[src/rtl/smbus_seq.sv]
`timescale 1ns/1ps
module smbus_seq #(
  parameter int TIMEOUT_CYCLES = 4096
) (
  input  logic       clk,
  input  logic       rst_n,
  input  logic       reg_we,
  input  logic [5:0] reg_addr,
  input  logic [7:0] reg_wdata,
  output logic [7:0] reg_rdata,
  output logic       eng_req,
  output logic [2:0] eng_op,
  output logic [7:0] eng_wbyte,
  input  logic       eng_done,
  input  logic       eng_nack,
  input  logic [7:0] eng_rbyte
);
  localparam int TW = $clog2(TIMEOUT_CYCLES + 1);
  localparam logic [2:0] OP_START = 3'd0, OP_STOP = 3'd1, OP_SEND = 3'd2,
                         OP_RACK = 3'd3, OP_RNAK = 3'd4;

  typedef enum logic [3:0] {
    S_IDLE, S_CHECK, S_START, S_ADDR1, S_CMD, S_WCNT, S_WDATA,
    S_RSTART, S_ADDR2, S_RCNT, S_RDATA, S_PECTX, S_PECRX, S_STOP
  } st_t;

  st_t         st;
  logic [7:0]  proto, addr, cmd, cnt, crc;
  logic [7:0]  dbuf [32];
  logic [4:0]  code, res, idx;
  logic [5:0]  len;
  logic [TW-1:0] tmr;
  logic        done, waiting, busy, last;

  function automatic logic [7:0] crc_step(input logic [7:0] c, input logic [7:0] d);
    logic [7:0] x;
    x = c ^ d;
    for (int i = 0; i < 8; i++) x = x[7] ? ((x << 1) ^ 8'h07) : (x << 1);
    return x;
  endfunction

  wire [7:0] pk     = proto & 8'h7E;
  wire       rd     = proto[0];
  wire       is_q   = pk == 8'h02;
  wire       is_b   = pk == 8'h04;
  wire       is_bd  = pk == 8'h06;
  wire       is_w   = pk == 8'h08;
  wire       is_blk = pk == 8'h0A;
  wire       is_pc  = pk == 8'h0C && !rd;
  wire       is_bpc = pk == 8'h0C && rd;
  wire       is_i2c = pk == 8'h4A;
  wire       pec_on = proto[7] && !is_q && !is_i2c;
  wire       ok32   = cnt != 8'd0 && cnt <= 8'd32;
  wire       ok31   = cnt != 8'd0 && cnt <= 8'd31;
  wire       valid  = is_q || is_b || is_bd || is_w || is_pc || (is_blk && (rd || ok32))
                      || (is_bpc && ok31) || (is_i2c && ok32);
  wire [5:0] xlen   = (is_b || is_bd) ? 6'd1 : (is_w || is_pc) ? 6'd2 : cnt[5:0];
  wire st_t  tail   = pec_on ? S_PECTX : S_STOP;

  assign busy    = st != S_IDLE;
  assign last    = ({1'b0, idx} + 6'd1) == len;
  assign eng_req = busy && st != S_CHECK && !waiting;

  always_comb begin
    case (st)
      S_START, S_RSTART: eng_op = OP_START;
      S_STOP:            eng_op = OP_STOP;
      S_RCNT:            eng_op = OP_RACK;
      S_RDATA:           eng_op = (last && !pec_on) ? OP_RNAK : OP_RACK;
      S_PECRX:           eng_op = OP_RNAK;
      default:           eng_op = OP_SEND;
    endcase
    case (st)
      S_ADDR1: eng_wbyte = {addr[7:1], is_q ? rd : (is_b && rd)};
      S_CMD:   eng_wbyte = cmd;
      S_WCNT:  eng_wbyte = cnt;
      S_WDATA: eng_wbyte = dbuf[idx];
      S_ADDR2: eng_wbyte = {addr[7:1], 1'b1};
      S_PECTX: eng_wbyte = crc;
      default: eng_wbyte = 8'h00;
    endcase
  end

  always_comb begin
    reg_rdata = 8'h00;
    if (reg_addr == 6'h00)      reg_rdata = proto;
    else if (reg_addr == 6'h01) reg_rdata = {done, 2'b00, code};
    else if (reg_addr == 6'h02) reg_rdata = addr;
    else if (reg_addr == 6'h03) reg_rdata = cmd;
    else if (reg_addr == 6'h24) reg_rdata = cnt;
    else if (reg_addr >= 6'h04 && reg_addr <= 6'h23) reg_rdata = dbuf[5'(reg_addr - 6'd4)];
  end

  always_ff @(posedge clk or negedge rst_n) begin
    if (!rst_n) begin
      st <= S_IDLE; proto <= '0; addr <= '0; cmd <= '0; cnt <= '0; crc <= '0;
      code <= '0; res <= '0; idx <= '0; len <= '0; tmr <= '0; done <= 1'b0; waiting <= 1'b0;
      for (int i = 0; i < 32; i++) dbuf[i] <= '0;
    end else begin
      if (reg_we) begin
        if (reg_addr == 6'h00) begin
          if (!busy) begin
            proto <= reg_wdata; done <= 1'b0; code <= '0; res <= '0; crc <= '0;
            waiting <= 1'b0; st <= S_CHECK;
          end else code <= 5'h1A;
        end else if (!busy) begin
          if (reg_addr == 6'h02)      addr <= reg_wdata;
          else if (reg_addr == 6'h03) cmd  <= reg_wdata;
          else if (reg_addr == 6'h24) cnt  <= reg_wdata;
          else if (reg_addr >= 6'h04 && reg_addr <= 6'h23) dbuf[5'(reg_addr - 6'd4)] <= reg_wdata;
        end
      end
      if (st == S_CHECK) begin
        if (!valid) begin st <= S_IDLE; done <= 1'b1; code <= 5'h07; end
        else st <= S_START;
      end else if (busy) begin
        if (!waiting) begin
          waiting <= 1'b1; tmr <= '0;
        end else if (eng_done) begin
          waiting <= 1'b0;
          if (st inside {S_ADDR1, S_CMD, S_WCNT, S_WDATA, S_ADDR2, S_RCNT, S_RDATA})
            crc <= crc_step(crc, eng_op == OP_SEND ? eng_wbyte : eng_rbyte);
          if (eng_nack && eng_op == OP_SEND) begin
            res <= (st == S_ADDR1 || st == S_ADDR2) ? 5'h10 : 5'h11;
            st  <= S_STOP;
          end else begin
            case (st)
              S_START:  st <= S_ADDR1;
              S_ADDR1:  if (is_q) st <= S_STOP;
                        else if (is_b && rd) begin idx <= '0; len <= 6'd1; st <= S_RDATA; end
                        else st <= S_CMD;
              S_CMD:    if (is_b) st <= tail;
                        else if ((is_blk && !rd) || is_bpc) st <= S_WCNT;
                        else if ((!rd && (is_bd || is_w || is_i2c)) || is_pc) begin
                          idx <= '0; len <= xlen; st <= S_WDATA;
                        end else st <= S_RSTART;
              S_WCNT:   begin idx <= '0; len <= xlen; st <= S_WDATA; end
              S_WDATA:  if (last) st <= (is_pc || is_bpc) ? S_RSTART : tail;
                        else idx <= idx + 5'd1;
              S_RSTART: st <= S_ADDR2;
              S_ADDR2:  if (is_blk || is_bpc) st <= S_RCNT;
                        else begin idx <= '0; len <= xlen; st <= S_RDATA; end
              S_RCNT:   if (eng_rbyte == 8'd0 || eng_rbyte > 8'd32) begin res <= 5'h11; st <= S_STOP; end
                        else begin cnt <= eng_rbyte; len <= eng_rbyte[5:0]; idx <= '0; st <= S_RDATA; end
              S_RDATA:  begin
                          dbuf[idx] <= eng_rbyte;
                          if (last) st <= pec_on ? S_PECRX : S_STOP;
                          else idx <= idx + 5'd1;
                        end
              S_PECTX:  st <= S_STOP;
              S_PECRX:  begin if (eng_rbyte != crc) res <= 5'h1F; st <= S_STOP; end
              S_STOP:   begin st <= S_IDLE; done <= 1'b1; code <= res; end
              default:  st <= S_IDLE;
            endcase
          end
        end else if (tmr == TW'(TIMEOUT_CYCLES - 1)) begin
          st <= S_IDLE; done <= 1'b1; code <= 5'h18; waiting <= 1'b0;
        end else tmr <= tmr + 1'b1;
      end
    end
  end
endmodule


[config.mk]
export PLATFORM = sky130hd
export DESIGN_NAME = smbus_seq
export DESIGN_NICKNAME = d
export VERILOG_FILES = /design/src/rtl/smbus_seq.sv
export SDC_FILE = /design/constraint.sdc
export NUM_CORES = 1
export LEC_CHECK = 0
export ABC_CLOCK_PERIOD_IN_PS = 4760
export BUFFER_PORTS_ARGS = -buffer_cell sky130_fd_sc_hd__buf_2
export CAP_MARGIN = 20
export CORE_MARGIN = 2
export CORE_UTILIZATION = 50
export DETAILED_ROUTE_END_ITERATION = 10
export PLACE_DENSITY_LB_ADDON = 0.25
export SYNTH_ARGS = -nofsm -noshare
export SYNTH_HDL_FRONTEND = slang
export SYNTH_SLANG_ARGS = --single-unit
[constraint.sdc]
create_clock -name clk -period 4.76 [get_ports clk]
set_clock_uncertainty 0.05 [all_clocks]
set_input_delay 0.238 -clock clk [delete_from_list [all_inputs] [get_ports clk]]
set_output_delay 0.238 -clock clk [all_outputs]
set_load 0.02 [all_outputs]
# Word-level counts from Yosys, hierarchy flattened
# Index checks and enable logic that the tools add are counted.
[word_totals] regBits=336 inputBits=27 output_inout_bits=20
[op_classes] n_addsub=4 n_lt_le_gt_ge=9 n_eq_ne=39 muxes=152 bitwise=16 reduce_logical=58
[ops] op="$mux W256" count=13
[ops] op="$bwmux W256" count=2
[ops] op="$mux W8" count=34
[ops] op="$mux W5" count=29
[ops] op="$bmux W8 S5" count=2
[ops] op="$demux W8 S5" count=2
[ops] op="$mux W4" count=15
[ops] op="$mux W6" count=9
[ops] op="$pmux W8 S6" count=1
[ops] op="$pmux W4 S10" count=1
[ops] op="$mux W13" count=3
[ops] op="$mux W3" count=11
[ops] op="$pmux W5 S6" count=1
[ops] op="$pmux W6 S5" count=1
[ops] op="$eq A4 B4 Y1 const B" count=6
[ops] op="$eq A6 B2 Y1 const B" count=4
[ops] op="$not A3 Y3" count=8
[ops] op="$mux W1" count=23
[ops] op="$logic_and A1 B1 Y1" count=19
[ops] op="$eq A6 B3 Y1 const B" count=3
[ops] op="$logic_or A1 B1 Y1" count=18
[ops] op="$eq A4 B3 Y1 const B" count=4
[ops] op="$ne A2 B2 Y1 const B" count=8
[ops] op="$pmux W3 S5" count=1
[ops] op="other kinds (40)" count=60

# Longest topological paths before layout
[depth] ltp_word=32 mapped_depth=13

# Worst setup path before layout
# No wires, ideal clock.
[synth_path] path_type="reg-to-output" from="reg idx[1]" to="out eng_op[2]" arrival_ns=2.758 t_required_ns=4.472 slack_ns=1.714 path_stages_with_launch=11 path_cell_list="dfrtp_1 buf_6 buf_2 buf_4 inv_1 ha_1 xnor2_1 nand2_1 nor4_2 a31oi_1 nor3b_1"
[synth_between] elab_chain_cells=5
[synth_lines] item="start, declared" line_no="30" rtl="logic [4:0] code, res, idx;"
[synth_lines] item="start signal, assigned" line_no="139" rtl="else idx <= idx + 5'd1;"
[synth_lines] item="start signal, assigned" line_no="148" rtl="else idx <= idx + 5'd1;"
[synth_lines] item="$add A5 B1 Y6" line_no="61" rtl="assign last = ({1'b0, idx} + 6'd1) == len;"
[synth_lines] item="$eq A6 B6 Y1" line_no="61"
[synth_lines] item="$logic_and A1 B1 Y1" line_no="69" rtl="S_RDATA: eng_op = (last && !pec_on) ? OP_RNAK : OP_RACK;"
[synth_lines] item="$mux W3" line_no="69"
[synth_lines] item="$pmux W3 S5" line_no="65" rtl="case (st)"
[synth_lines] item="end, declared" line_no="12" rtl="output logic [2:0] eng_op,"
# Every way passes these cells.

# Worst setup path in the final report
[layout_path] from="reg idx[0]" to="out eng_op[2]"
# Same word-level chain as after synthesis.

==> impl_metrics.yaml <==
sta:
  finalSetupTns_ps: 0
  timing.final.hold_violations: 0
  rsz0062_at_grt: "no"
  fin_crit_sh_pct: 83.7
  layout_setup_ws_ps: 775
  maxSlewViolCount: 0
  max-slew-margin-rel_pct: 17.8
  tightestPinTransition_ps: 1230
  finalCriticalPeriod_ps: 3990
  setup_violations: 0
  clock.fmax_mhz: 251
floorplanning:
  die_x_um: 215
  rows: 77
  coreArea_um2: 44100
  start_util_pct: 50.6
  dieArea_um2: 46300
  ioPinCount: 47
  fp.dieH_um: 215
logic_synthesis:
  synthArstFlopShare_pct: 100
  ys_ff_latch: 336
  syn_area_um2: 22300
  yosysTopAreaCell: "dfrtp_1"
  yosys.area.top_type_share_pct: 37.7
  netlist_instances: 2274
  syn_nets: 2309
  ys_seq_area_share_pct: 37.7
  ys_types: 85
  ys.flop_type: "dfrtp_1"
  synth_area_leaders: "dfrtp_1 (38%), mux2i_1 (16%), mux4_2 (9.1%)"
  yosys_warnings: 0
  synth_edf_count: 0
  syn_avg_cell_area_um2: 9.81
route:
  ant_nets: 0
  via_per_inst: 6.70
  drc: 0
  drtPass1Iterations: 6
  wl_um: 81800
  vias: 19046
  drtIter0Drc: 2444
  routedWlPerCell_um: 28.8
layout:
  nNetsFinal: 2257
  final_common_cell: "mux2i_1"
  syn_to_final_growth_pct: 8.34
  layout_common_cells: "mux2i_1 (366), dfrtp_1 (334), nor2_1 (311), a21oi_1 (293), nand2_1 (161)"
  drive_gt1_share_pct: 14.6
clock_tree:
  postCtsSetupBuffers: 0
  clk_latency_ps: 580
  clk_pin_slew_worst_paths_ps: 60
  cts_sinks: 336
  tritoncts: "done"
  cts_root_buffer: "clkbuf_16"
  cts.path.max_buffers: 3
  cts_buffers: 39
  h-tree-depth: 2
setup_path:
  worstPathArrival_ps: 3700
  critPathCaptureType: "output port"
  reg2reg_slack_ps: 900
  worstPathMaxFanout: 32
  worstSetupPathType: "reg2out"
  crit_required_ps: 4470
  r2r-start: "idx[0]$_DFFE_PN0P_"
  regToRegEndpoint: "crc[3]$_DFF_PN0_"
  crit_path_start_kind: "flop"
  reg2regPathDepth: 9
global_routing:
  grt_pass1_wl_um: 123000
  grt_usage_pct: 35.5
  grt_antenna_before_repair: 1
  grt_max_degree: 109
  grt_pass1_vias: 18046
  grt-ovfl-total: 0
placement:
  gp_congestion: 1.08
  hpwl_um: 56300
  numPortBuffers: 46
  dp_slack_ps: 1000
min_path:
  hp-start: "eng_nack"
  min_path_cells: 4
  hp-class: "in2reg"
  worstHoldEndpoint: "res[0]$_DFF_PN0_"
pwr:
  clkPwrFrac_pct: 24.6
  p_switching_uw: 4940
  internal_power_uw: 7220
  power_frac_comb_pct: 39.5
  switching_share_pct: 40.6
  powerDensity_nw_per_um2: 503
  cellLeakagePower_uw: 0.00986
  seqPwrFrac_pct: 35.9
  ir_worst_vdd_uv: 424
  fin_total_pwr_uw: 12200
run:
  cap_violations: 0
outcome:
  status: "completed"
-- critical path, cell delays in order, from the launching register on --
cell	delay, ps
dfrtp_2	990
inv_2	420
ha_1	450
xnor2_1	140
nand2_1	80
nor4_2	290
buf_4	200
a31oi_1	90
nor3b_1	220
buf_2	190
-- worst max-delay path by stage --
stage	startpoint	to	depth (start not counted)
after floorplan	idx[1]$_DFFE_PN0P_	eng_op[2]	10
after global placement	idx[0]$_DFFE_PN0P_	crc[3]$_DFF_PN0_	9
after detailed placement	idx[0]$_DFFE_PN0P_	crc[3]$_DFF_PN0_	9
after CTS	idx[0]$_DFFE_PN0P_	eng_op[2]	9
after global routing	idx[0]$_DFFE_PN0P_	eng_op[2]	9
final	idx[0]$_DFFE_PN0P_	eng_op[2]	9
-- Yosys cell counts (all sizes together) (5+ instances only) --
cell,instances
a21o,9
a21oi,294
a221o,6
a221oi,12
a22o,12
a22oi,8
a31oi,13
a32oi,10
and3,16
buf,64
clkbuf,128
dfrtp,336
ha,8
inv,11
mux2,23
mux2i,366
mux4,96
nand2,162
nand2b,10
nand3,33
nand4,19
nand4b,5
nor2,346
nor2b,28
nor3,25
nor3b,5
nor4,10
o211ai,8
o21ai,51
o221ai,5
o22ai,22
o32ai,11
xnor2,24
xor2,24
-- sequential cells by signal, indices dropped and copies added (netlist names) --
register and flops:
crc 8, idx 5, len 6, st 4, cmd 8, res 5
waiting 1, cnt 8, tmr 13, addr 8, dbuf 256, proto 8
code 5, done 1
-- per-stage QoR --
stage               instances  utilization, %  area, um^2  hold WS, ps
floorplan                2274               -       22300         -108
global placement         2771            51.9       22900          317
detailed placement       2771            51.9       22900          315
CTS                      2843            54.8       24200         74.3
global route             2843            54.8       24200          144
finish                   2844            54.8       24200         87.3
-- layout make-up --
cell class / instances / area [um^2]
diodes: 1 / 2.50
clock buffers: 58 / 1140
clock inverters: 12 / 100
fillers: 3955 / 20000
inverters: 12 / 45.0
multi-input cells: 1734 / 13000
flip-flops and latches: 336 / 8410
well taps: 592 / 741
repair buffers: 99 / 727
-- power groups by stage --
stage               sequential (uW)  clock, uW  combinational [uW]
finish                         4370       2990                4800
CTS                            4330       3020                4700
global route                   4430       3140                5110
global placement               4330          0                4630
floorplan                      3880          0                3610
detailed placement             4360          0                4690
-- logic make-up (layout without fill, tap and decap cells) --
group	count (synthesis)	count (layout)	share of synthesized area, %
mux	485	485	27.4
compound gates	503	503	13.7
other cells	0	1	0
buf+inv	204	181	4.11
xor+xnor	48	48	1.99
simple gates	690	690	14.7
fa+ha+maj	8	8	0.449
flops	336	336	37.7
-- per-layer routing --
layer  up-vias  GRT usage (%)  share of wire [%]
met1      9547           50.0                 41
met3       194           10.5                 11
met2      1072           52.2                 44
li1       8233              -                  -
met5         -              0                  0
met4         0           12.6                4.2
-- repair_timing --
item / CTS / global route
gates resized for setup: 0 / 0
hold buffers: 2 / 0
endpoints found under the hold margin: 106 / 0
Note: power is estimated with default switching activity, not from simulation.
